`config.mk`:
```
export PLATFORM = sky130hd
export DESIGN_NAME = dwin_tap_cal
export DESIGN_NICKNAME = d
export VERILOG_FILES = /design/src/rtl/dwin_pkg.sv /design/src/rtl/dwin_edge_track.sv /design/src/rtl/dwin_limits.sv /design/src/rtl/dwin_tap_cal.sv
export SDC_FILE = /design/constraint.sdc
export NUM_CORES = 1
export LEC_CHECK = 0
export BUFFER_PORTS_ARGS = -buffer_cell sky130_fd_sc_hd__buf_2
export CORE_MARGIN = 8
export CORE_UTILIZATION = 62
export CTS_CLUSTER_SIZE = 20
export DETAILED_ROUTE_END_ITERATION = 16
export PLACE_DENSITY_LB_ADDON = 0.1
export SYNTH_ARGS = -nofsm -noshare
export SYNTH_HDL_FRONTEND = slang
export SYNTH_SLANG_ARGS = --single-unit
```
`constraint.sdc`:
```
create_clock -name clk -period 6.26 [get_ports clk]
set_input_delay 0 -clock clk [delete_from_list [all_inputs] [get_ports clk]]
set_output_delay 0 -clock clk [all_outputs]
set_load 0.01 [all_outputs]
```
`src/rtl/dwin_pkg.sv`:
```
`timescale 1ns/1ps
package dwin_pkg;
  typedef enum logic [3:0] {
    S_IDLE, S_SETTLE, S_WAIT, S_STEP, S_LIMIT,
    S_LDONE, S_CSTART, S_CENTER, S_CDONE
  } cal_st_e;
endpackage

```
`src/rtl/dwin_edge_track.sv`:
```
`timescale 1ns/1ps
// Tracks the left and right edge of one capture window along a tap sweep.
module dwin_edge_track #(
  parameter int TAP_W = 6
) (
  input  logic             clk,
  input  logic             rst_n,
  input  logic             clr,
  input  logic             take,
  input  logic             first,
  input  logic             cur,
  input  logic [TAP_W-1:0] tap,
  output logic [TAP_W-1:0] left_tap,
  output logic [TAP_W-1:0] right_tap,
  output logic             left_ok,
  output logic             right_ok
);
  logic             prev_q, prev_d;
  logic [TAP_W-1:0] l_q, l_d, r_q, r_d;
  logic             lv_q, lv_d, rv_q, rv_d;

  always_comb begin
    prev_d = prev_q;
    l_d = l_q; r_d = r_q; lv_d = lv_q; rv_d = rv_q;
    if (clr) begin
      prev_d = 1'b0; l_d = '0; r_d = '0; lv_d = 1'b0; rv_d = 1'b0;
    end else if (take) begin
      prev_d = cur;
      if (!first) begin
        // unstable -> stable: opening edge, only before any closing edge
        if (!prev_q && cur && !lv_q && !rv_q) begin
          l_d = tap; lv_d = 1'b1;
        end
        // stable -> unstable: last stable tap closes the window
        if (prev_q && !cur && !rv_q) begin
          r_d = tap - TAP_W'(1); rv_d = 1'b1;
        end
      end
    end
  end

  always_ff @(posedge clk or negedge rst_n) begin
    if (!rst_n) begin
      prev_q <= 1'b0; l_q <= '0; r_q <= '0; lv_q <= 1'b0; rv_q <= 1'b0;
    end else begin
      prev_q <= prev_d; l_q <= l_d; r_q <= r_d; lv_q <= lv_d; rv_q <= rv_d;
    end
  end

  assign left_tap  = l_q;
  assign right_tap = r_q;
  assign left_ok   = lv_q;
  assign right_ok  = rv_q;

  p_edge_order_r5: assert property (@(posedge clk) disable iff (!rst_n)
    (lv_q && rv_q) |-> (l_q <= r_q));
  p_left_hold_r3: assert property (@(posedge clk) disable iff (!rst_n)
    (lv_q && !clr) |=> (lv_q && $stable(l_q)));
  p_right_hold_r4: assert property (@(posedge clk) disable iff (!rst_n)
    (rv_q && !clr) |=> (rv_q && $stable(r_q)));
endmodule

```
`src/rtl/dwin_limits.sv`:
```
`timescale 1ns/1ps
// Turns the four edges into tap limits and a centre tap.
module dwin_limits #(
  parameter int TAP_W = 6
) (
  input  logic [TAP_W-1:0] rise_l,
  input  logic [TAP_W-1:0] rise_r,
  input  logic [TAP_W-1:0] fall_l,
  input  logic [TAP_W-1:0] fall_r,
  input  logic             rise_lv,
  input  logic             rise_rv,
  input  logic             fall_lv,
  input  logic             fall_rv,
  output logic [TAP_W-1:0] lo,
  output logic [TAP_W-1:0] hi,
  output logic [TAP_W-1:0] mid,
  output logic             none
);
  localparam logic [TAP_W-1:0] TOP = '1;
  logic [TAP_W-1:0] rlo, rhi, flo, fhi, olo, ohi;
  logic             rhas, fhas;
  logic [TAP_W:0]   sum;

  always_comb begin
    rlo  = rise_lv ? rise_l : '0;
    rhi  = rise_rv ? rise_r : TOP;
    flo  = fall_lv ? fall_l : '0;
    fhi  = fall_rv ? fall_r : TOP;
    rhas = rise_lv | rise_rv;
    fhas = fall_lv | fall_rv;
    olo  = (rlo > flo) ? rlo : flo;
    ohi  = (rhi < fhi) ? rhi : fhi;
    none = 1'b0;
    if (rhas && fhas && (olo <= ohi)) begin
      lo = olo; hi = ohi;
    end else if (rhas) begin
      lo = rlo; hi = rhi;
    end else if (fhas) begin
      lo = flo; hi = fhi;
    end else begin
      lo = '0; hi = TOP; none = 1'b1;
    end
    sum = {1'b0, lo} + {1'b0, hi};
    mid = none ? '0 : sum[TAP_W:1];
  end
endmodule

```
`src/rtl/dwin_tap_cal.sv`:
```
`timescale 1ns/1ps
module dwin_tap_cal
  import dwin_pkg::*;
#(
  parameter int NUM_BYTES = 2,
  parameter int TAP_W     = 6,
  parameter int SETTLE    = 4
) (
  input  logic                       clk,
  input  logic                       rst_n,
  input  logic                       cal_start,
  output logic                       cal_done,
  output logic [((NUM_BYTES>1)?$clog2(NUM_BYTES):1)-1:0] byte_idx,
  output logic                       tap_req,
  output logic                       tap_dir_up,
  input  logic                       tap_ack,
  input  logic                       smp_valid,
  input  logic                       smp_rise_ok,
  input  logic                       smp_fall_ok,
  output logic [4*TAP_W-1:0]         edge_taps,
  output logic [3:0]                 edge_valid,
  output logic [TAP_W-1:0]           lim_lo,
  output logic [TAP_W-1:0]           lim_hi,
  output logic                       limits_done,
  output logic                       center_start,
  output logic                       center_done,
  output logic                       win_not_found,
  output logic [NUM_BYTES*TAP_W-1:0] final_taps
);
  localparam int BYTE_W = (NUM_BYTES > 1) ? $clog2(NUM_BYTES) : 1;
  localparam int CNT_W  = $clog2(SETTLE + 1);
  localparam logic [TAP_W-1:0]  TAP_TOP   = '1;
  localparam logic [BYTE_W-1:0] LAST_BYTE = BYTE_W'(NUM_BYTES - 1);

  // reset: asynchronous assert, synchronous release
  logic [1:0] rsync_q;
  logic       arst_n;
  always_ff @(posedge clk or negedge rst_n) begin
    if (!rst_n) rsync_q <= 2'b00;
    else        rsync_q <= {rsync_q[0], 1'b1};
  end
  assign arst_n = rsync_q[1];

  cal_st_e st_q, st_d;
  logic [TAP_W-1:0]           tap_q, tap_d, tgt_q, tgt_d, lo_q, lo_d, hi_q, hi_d;
  logic [BYTE_W-1:0]          byte_q, byte_d;
  logic [CNT_W-1:0]           scnt_q, scnt_d;
  logic [NUM_BYTES*TAP_W-1:0] fin_q, fin_d;
  logic                       nf_q, nf_d, done_q, done_d;

  logic             take, byte_clr;
  logic [1:0]       cur_ok, l_ok, r_ok;
  logic [TAP_W-1:0] l_tap [2];
  logic [TAP_W-1:0] r_tap [2];
  logic [TAP_W-1:0] calc_lo, calc_hi, calc_mid;
  logic             calc_none;

  assign cur_ok   = {smp_fall_ok, smp_rise_ok};
  assign take     = (st_q == S_WAIT) && smp_valid;
  assign byte_clr = ((st_q == S_IDLE) && cal_start) ||
                    ((st_q == S_CDONE) && (byte_q != LAST_BYTE));

  // index 0 = rising-edge window, index 1 = falling-edge window
  for (genvar g = 0; g < 2; g++) begin : g_win
    dwin_edge_track #(.TAP_W(TAP_W)) u_trk (
      .clk(clk), .rst_n(arst_n), .clr(byte_clr), .take(take),
      .first(tap_q == '0), .cur(cur_ok[g]), .tap(tap_q),
      .left_tap(l_tap[g]), .right_tap(r_tap[g]),
      .left_ok(l_ok[g]), .right_ok(r_ok[g])
    );
  end

  dwin_limits #(.TAP_W(TAP_W)) u_lim (
    .rise_l(l_tap[0]), .rise_r(r_tap[0]), .fall_l(l_tap[1]), .fall_r(r_tap[1]),
    .rise_lv(l_ok[0]), .rise_rv(r_ok[0]), .fall_lv(l_ok[1]), .fall_rv(r_ok[1]),
    .lo(calc_lo), .hi(calc_hi), .mid(calc_mid), .none(calc_none)
  );

  always_comb begin
    st_d = st_q; tap_d = tap_q; tgt_d = tgt_q; lo_d = lo_q; hi_d = hi_q;
    byte_d = byte_q; scnt_d = scnt_q; fin_d = fin_q; nf_d = nf_q; done_d = done_q;
    case (st_q)
      S_IDLE: if (cal_start) begin
        st_d = S_SETTLE; tap_d = '0; byte_d = '0; scnt_d = '0;
        fin_d = '0; nf_d = 1'b0; done_d = 1'b0;
      end
      S_SETTLE: if (scnt_q == CNT_W'(SETTLE - 1)) begin
        scnt_d = '0; st_d = S_WAIT;
      end else begin
        scnt_d = scnt_q + CNT_W'(1);
      end
      S_WAIT: if (smp_valid) st_d = (tap_q == TAP_TOP) ? S_LIMIT : S_STEP;
      S_STEP: if (tap_ack) begin
        tap_d = tap_q + TAP_W'(1); st_d = S_SETTLE;
      end
      S_LIMIT: begin
        lo_d = calc_lo; hi_d = calc_hi; tgt_d = calc_mid;
        nf_d = nf_q | calc_none; st_d = S_LDONE;
      end
      S_LDONE:  st_d = S_CSTART;
      S_CSTART: st_d = S_CENTER;
      S_CENTER: if (tap_q == tgt_q) begin
        st_d = S_CDONE;
        fin_d[byte_q*TAP_W +: TAP_W] = tap_q;
      end else if (tap_ack) begin
        tap_d = tap_q - TAP_W'(1);
      end
      S_CDONE: if (byte_q == LAST_BYTE) begin
        st_d = S_IDLE; done_d = 1'b1;
      end else begin
        byte_d = byte_q + BYTE_W'(1); tap_d = '0; scnt_d = '0; st_d = S_SETTLE;
      end
      default: st_d = S_IDLE;
    endcase
  end

  always_ff @(posedge clk or negedge arst_n) begin
    if (!arst_n) begin
      st_q <= S_IDLE; tap_q <= '0; tgt_q <= '0; lo_q <= '0; hi_q <= '0;
      byte_q <= '0; scnt_q <= '0; fin_q <= '0; nf_q <= 1'b0; done_q <= 1'b0;
    end else begin
      st_q <= st_d; tap_q <= tap_d; tgt_q <= tgt_d; lo_q <= lo_d; hi_q <= hi_d;
      byte_q <= byte_d; scnt_q <= scnt_d; fin_q <= fin_d; nf_q <= nf_d; done_q <= done_d;
    end
  end

  assign tap_req       = (st_q == S_STEP) || ((st_q == S_CENTER) && (tap_q != tgt_q));
  assign tap_dir_up    = (st_q == S_STEP);
  assign limits_done   = (st_q == S_LDONE);
  assign center_start  = (st_q == S_CSTART);
  assign center_done   = (st_q == S_CDONE);
  assign cal_done      = done_q;
  assign win_not_found = nf_q;
  assign byte_idx      = byte_q;
  assign lim_lo        = lo_q;
  assign lim_hi        = hi_q;
  assign final_taps    = fin_q;
  assign edge_taps     = {r_tap[1], l_tap[1], r_tap[0], l_tap[0]};
  assign edge_valid    = {r_ok[1], l_ok[1], r_ok[0], l_ok[0]};

  p_req_hold_r2: assert property (@(posedge clk) disable iff (!arst_n)
    (tap_req && !tap_ack) |=> (tap_req && $stable(tap_dir_up)));
  p_cstart_after_lim_r7: assert property (@(posedge clk) disable iff (!arst_n)
    limits_done |=> center_start);
  p_flags_onehot_r7: assert property (@(posedge clk) disable iff (!arst_n)
    $onehot0({limits_done, center_start, center_done}));
  p_lim_order_r6: assert property (@(posedge clk) disable iff (!arst_n)
    limits_done |-> (lim_lo <= lim_hi));
  p_byte_range_r9: assert property (@(posedge clk) disable iff (!arst_n)
    int'(byte_idx) < NUM_BYTES);
  p_done_hold_r11: assert property (@(posedge clk) disable iff (!arst_n)
    (cal_done && !cal_start) |=> cal_done);
  p_nf_sticky_r10: assert property (@(posedge clk) disable iff (!arst_n)
    (win_not_found && !cal_start) |=> win_not_found);
endmodule

```
==> qor.yml, run 1 <==
drt_drc_violations_left: 0
routed_via_density: 6.07
diodes: 0
utilization_pct: 70.1
synth_cell_types: 67
cts_buffer_depth: 2
fin_area_um2: 5310
vias: 4185
fmax_mhz: 174
crit_type: "reg2reg"
wire_per_inst_um: 18.4
initial_core_util_pct: 62.5
synth_most_common_cell: "dfrtp_1"
synthesis.area_um2: 4730
setup_viol: 0
drv_cap: 0
placed_area_um2: 5060
fin_nets: 615
ctsResizeCount: 0
yosys_warnings: 0
syn-instance-count: 529
worstHoldPathType: "in2reg"
required_ns: 6.52
h-tree-depth: 3
skew_ns: 0.00852
seqCellArea_um2: 1950
drt_wl_total_um: 12700
overflow: 0
grt_pass1_wl_um: 20900
antenna_found_initial: 0
dr.pass1.iters: 8
grt_pass1_vias: 4095
finalHoldViolCount: 0
slew_headroom_pct: 35.2
cpPeakStageDelay_ns: 0.69
portBuffers: 66
syn_nets: 562
core-area_um2: 7570
synth_edf_count: 0
yosys-top-cells-area: "dfrtp_1 41%, ha_1 6.6%, nor2_1 5.8%, nand2_1 4.6%, a21oi_1 3.9%"
async_flop_share_pct: 100
multiInputGateArea_um2: 2560
worst_pin_slew_ns: 0.972
power.leakage_uw: 0.00275
cpMaxStageDelayCell: "dfrtp_1"
synthFlopType: "dfrtp_1"
io_pins: 67
numCtsBuffers: 9
drtIter0Drc: 324
grt_max_degree: 77
worstSetupStartpointType: "flop"
drv_slew: 0
cts_root_buf: "clkbuf_8"
synth_area_per_cell_um2: 8.94
synthToLayoutAreaGrowth_pct: 12.2
die_x_um: 103
fillCellCount: 601
cp_max_fo: 13
synth_top_cell_by_area: "dfrtp_1"
yosysSeqAreaShare_pct: 41.3
hpwl_um: 9300
clkTransAtPathRegs_ns: 0.09
rsz0062_at_grt: "no"
drive_above_1_share_pct: 18.2
tns_ns: 0
holdWs_ns: 0.138
clk-insertion-delay-late_ns: 0.36
cp_data_arrival_time_ns: 5.99
ys_ff_latch: 78
yosys-top-cells-count: "78 x dfrtp_1, 73 x nor2_1, 58 x nand2_1, 37 x a21oi_1, 37 x o21ai_0"
chipHeight_um: 103
track_usage_pct: 25.5
path_cells: "nand2_1 > inv_1 > ha_1 > nor2b_1 > o211ai_1 > a21oi_2 > o22ai_2 > o21ai_0 > ha_1 > nand4_1 > o2111a_1 > nor2_1 > and2b_1 > nor2_1 > o22ai_1 > fa_1 > a21o_1 > a21oi_1 > nor2b_1 > o21a_1 > o21ai_0 > nand2_1"
cts_tree: "built"
die-area_um2: 10700
cts_sinks: 78
rows: 32
fin_crit_ns: 5.73
end_kind: "flop"
gp_congestion: 0.867
p_per_area_nw_per_um2: 348
peakVddDrop_mv: 0.267
min_period_over_period_pct: 91.5
status: "finished, final reports clean"
ant_nets: 0
synth_top_area_share_pct: 41.3
cells by family after synthesis:
family          synth area share, %
simple gates                   20.0
compound gates                 19.2
flops                          41.3
buf+inv                        4.60
fa+ha+maj                      7.04
mux                            5.40
xor+xnor                       2.41
other cells                  0.0793
worst paths after layout:
kind	start	to	slack [ns]	cells after the start
min in group asynchronous	rst_n	rsync_q[0]$_DFF_PN0_	0.48	3
setup reg to reg	g_win[0].u_trk.left_ok$_DFFE_PN0P_	tgt_q[5]$_DFFE_PN0P_	0.53	22
hold / removal	cal_start	win_not_found$_DFFE_PN0P_	0.14	3
max in group asynchronous	rsync_q[1]$_DFF_PN0_	lim_lo[2]$_DFFE_PN0P_	5.12	1
hold reg to reg	rsync_q[0]$_DFF_PN0_	rsync_q[1]$_DFF_PN0_	0.35	0
setup / recovery	g_win[0].u_trk.left_ok$_DFFE_PN0P_	tgt_q[5]$_DFFE_PN0P_	0.53	22
state kept, by name, summed over array words and instances, names as in the netlist, 3 cells and up:
signal and flops:
final_taps 12, g_win.u_trk.left_tap 12, g_win.u_trk.right_tap 12, lim_hi 6
lim_lo 6, tap_q 6, tgt_q 6, st_q 4
scnt_q 3
critical path, delay by kind of cell, from the launching register on:
family / cells / cell delay [ns]
AND/OR/NAND/NOR: 8 / 1.45
adder cells (fa/ha/maj): 3 / 1.09
flip-flops: 1 / 0.69
buffers and inverters: 1 / 0.10
AO/OA/AOI/OAI: 10 / 2.25
power breakdown:
| group | internal [µW] | switching (µW) | leakage, µW |
|---|---|---|---|
| logic | 279 | 491 | 0.00161 |
| registers | 567 | 116 | 0.00104 |
| clock network | 198 | 195 | 0.0000972 |
repair_timing:
item | 4_1_cts | 5_1_grt
setup endpoints to repair | 0 | 0
hold buffers | 4 | 0
buffers inserted | 0 | 0
hold endpoints to repair | 4 | 0
cell usage in the layout (no fill, tap or decap), types with 5 or more instances in the layout:
master    instances
nor2b_1          12
o22ai_1           6
nor2_1           73
a21o_1            8
nor3_1            6
clkbuf_8         10
o31ai_1           6
a22oi_1           6
a22o_1            5
o21ai_0          36
inv_1            20
xnor2_1           8
mux2i_1          12
nand3_1          12
nand2b_1          8
a21oi_1          37
xor2_1            5
dfrtp_1          77
ha_1             25
nand2_1          58
buf_2            66
mux2_2            8
layout make-up:
class / count / area share (%)
Clock buffer: 12 / 2.74
Tap cell: 102 / 2.41
Timing Repair Buffer: 72 / 7.26
Sequential cell: 78 / 36.8
Multi-Input combinational cell: 401 / 48.3
Clock inverter: 4 / 1.04
Inverter: 20 / 1.42
per-layer routing:
metal  up-vias  wire [µm]  GRT usage, %
met1      2054       5850          35.8
li1       1971          -             -
met5         -          0             0
met4         0        271          8.57
met3        19        772          4.55
met2       141       5790          38.6
stage by stage:
step	power, µW	instances	worst slack, ns
2_1_floorplan	1250	529	1.36
3_3_place_gp	1430	669	0.752
3_5_place_dp	1450	669	0.648
4_1_cts	1840	689	0.615
5_1_grt	1980	689	0.130
6_report	1850	689	0.529
Power figures use the tool's default switching activity.
==> run 2: changes to the inputs <==
PLACE_DENSITY_LB_ADDON = 0.2   (was 0.1)
RECOVER_POWER = 25   (was default)
TNS_END_PERCENT = 50   (was default)
==> qor.yml, run 2 (synthesis results as in run 1) <==
status: "finished, final reports clean"  # unchanged
grt_pass1_wl_um: 20700  # was 20900 µm
required_ns: 6.50  # was 6.52 ns
clk-insertion-delay-late_ns: 0.36  # about the same
power.total_uw: 1920  # was 1850 µW
r2r_cells: 20  # was 22
utilization_pct: 69.9  # was 70.1%
rsz0062_at_grt: "no"  # unchanged
tns_ns: 0  # unchanged
grt_max_degree: 77  # unchanged
ant_nets: 0  # unchanged
end_kind: "flop"  # unchanged
mostFrequentLayoutCells: "77 x dfrtp_1, 73 x nor2_1, 58 x nand2_1"  # was 77 x dfrtp_1, 73 x nor2_1, 66 x buf_2
cts_root_buf: "clkbuf_8"  # unchanged
die-area_um2: 10700  # unchanged
portBuffers: 66  # unchanged
crit_path_frequent_cell: "ha_1"
overflow: 0  # unchanged
postCtsSetupBuffers: 0  # unchanged
drive_above_1_share_pct: 9.88  # was 18.2%
whs_path_depth: 4  # was 3
vias: 4114  # was 4185
finalHoldViolCount: 0  # unchanged
synthToLayoutAreaGrowth_pct: 11.9  # was 12.2%
fin_nets: 615  # unchanged
routed_via_density: 5.97  # was 6.07
worstHoldPathType: "in2reg"  # unchanged
rows: 32  # unchanged
p_per_area_nw_per_um2: 363  # was 348 nW/µm²
drv_slew: 0  # unchanged
cts_buffer_depth: 2  # unchanged
wire_per_inst_um: 18.5  # was 18.4 µm
numCtsBuffers: 9  # unchanged
fin_crit_ns: 5.75  # was 5.73 ns
setup_viol: 0  # unchanged
worstSetupStartpointType: "flop"  # unchanged
drtIter0Drc: 274  # was 324
grt_pass1_vias: 4042  # was 4095
skew_ns: 0.0171  # was 0.00852 ns
antenna_found_initial: 0  # unchanged
placed_area_um2: 5060  # unchanged
track_usage_pct: 25.3  # was 25.5%
slew_headroom_pct: 37.1  # was 35.2%
power.leakage_uw: 0.00257  # was 0.00275 µW
cp_data_arrival_time_ns: 5.99  # about the same
min_period_over_period_pct: 91.8  # was 91.5%
cpPeakStageDelay_ns: 0.66  # was 0.69 ns
hpwl_um: 9390  # was 9300 µm
initial_core_util_pct: 62.5  # unchanged
final_common_cell: "dfrtp_1"  # unchanged
cts_tree: "built"  # unchanged
fmax_mhz: 174  # about the same
chipHeight_um: 103  # unchanged
worst_pin_slew_ns: 0.936  # was 0.972 ns
drt_wl_total_um: 12700  # about the same
core-area_um2: 7570  # unchanged
drt_drc_violations_left: 0  # unchanged
path_cells: "nand2_1 > inv_1 > ha_1 > nor2b_1 > o211ai_1 > a21oi_2 > o22ai_2 > o21ai_0 > ha_1 > nand4_1 > o2111a_1 > nor2_1 > and2b_1 > nor2_1 > o22ai_1 > ha_1 > a21oi_1 > o21ai_0 > or4_1 > a32o_1"  # was nand2_1 > inv_1 > ha_1 > nor2b_1 > o211ai_1 > a21oi_2 > o22ai_2 > o21ai_0 > ha_1 > nand4_1 > o2111a_1 > nor2_1 > and2b_1 > nor2_1 > o22ai_1 > fa_1 > a21o_1 > a21oi_1 > nor2b_1 > o21a_1 > o21ai_0 > nand2_1
fillCellCount: 620  # was 601
fin_area_um2: 5290  # was 5310 µm²
dr.pass1.iters: 4  # was 8
diodes: 0  # unchanged
cts_sinks: 78  # unchanged
cpMaxStageDelayCell: "dfrtp_1"  # unchanged
clkTransAtPathRegs_ns: 0.08  # was 0.09 ns
h-tree-depth: 3  # unchanged
drv_cap: 0  # unchanged
crit_type: "reg2reg"  # unchanged
peakVddDrop_mv: 0.273  # was 0.267 mV
io_pins: 67  # unchanged
gp_congestion: 0.912  # was 0.867
die_x_um: 103  # unchanged
cp_max_fo: 13  # unchanged
## run 2: changes by cell type in the layout (fill, tap and decap cells not counted)
cell / change
inv_6: -1
clkbuf_1: +49
buf_2: -50
bufinv_16: +2
## run 2: worst paths after layout
path / endpoint / slack (ns) / from
setup / recovery: tgt_q[4]$_DFFE_PN0P_ / 0.51 / g_win[0].u_trk.left_ok$_DFFE_PN0P_
hold / removal: byte_idx$_DFFE_PN0P_ / 0.16 / cal_start
setup reg to reg: tgt_q[4]$_DFFE_PN0P_ / 0.51 / g_win[0].u_trk.left_ok$_DFFE_PN0P_
hold reg to reg: rsync_q[1]$_DFF_PN0_ / 0.36 / rsync_q[0]$_DFF_PN0_
max in group asynchronous: lim_hi[3]$_DFFE_PN0P_ / 5.16 / rsync_q[1]$_DFF_PN0_
min in group asynchronous: rsync_q[0]$_DFF_PN0_ / 0.50 / rst_n
## run 2: metal layers
metal	vias to the layer above	track usage [%]	routed length, µm
li1	1974	-	-
met1	1975	33.7	5650
met2	150	39.7	5980
met3	15	6.02	964
met4	0	7.79	150
met5	-	0	0
## run 2: stage by stage
step / worst slack (ns) / hold WS, ns / std cells
4_1_cts: 0.616 / 0.133 / 689
5_1_grt: 0.0918 / 0.173 / 689
3_3_place_gp: 0.877 / -0.215 / 669
2_1_floorplan: 1.36 / -0.296 / 529
3_5_place_dp: 0.642 / -0.211 / 669
6_report: 0.513 / 0.160 / 689
## run 2: cell type report
| class | instances | area, µm² | area share, % |
|---|---|---|---|
| multi-input cells | 401 | 2560 | 48.5 |
| flip-flops and latches | 78 | 1950 | 36.9 |
| repair buffers | 72 | 323 | 6.10 |
| clock buffers | 11 | 141 | 2.67 |
| well taps | 102 | 128 | 2.41 |
| clock inverters | 5 | 106 | 2.01 |
| inverters | 20 | 75.1 | 1.42 |
## run 2: worst max-delay path, delay by kind of cell (launching register included)
| family | cells | cell delay, ns |
|---|---|---|
| compound gates | 9 | 2.06 |
| simple gates | 7 | 1.85 |
| fa+ha+maj | 3 | 0.99 |
| flops | 1 | 0.66 |
| buf+inv | 1 | 0.10 |
## run 2: power by group
| group | switching (µW) | internal (µW) | total (µW) |
|---|---|---|---|
| Clock | 191 | 277 | 468 |
| Combinational | 499 | 271 | 770 |
| Sequential | 118 | 567 | 685 |
## run 2: what timing repair did
action                                 CTS  global route
gates resized for setup                  0             0
hold buffers                             4             0
endpoints found under the hold margin    4             0
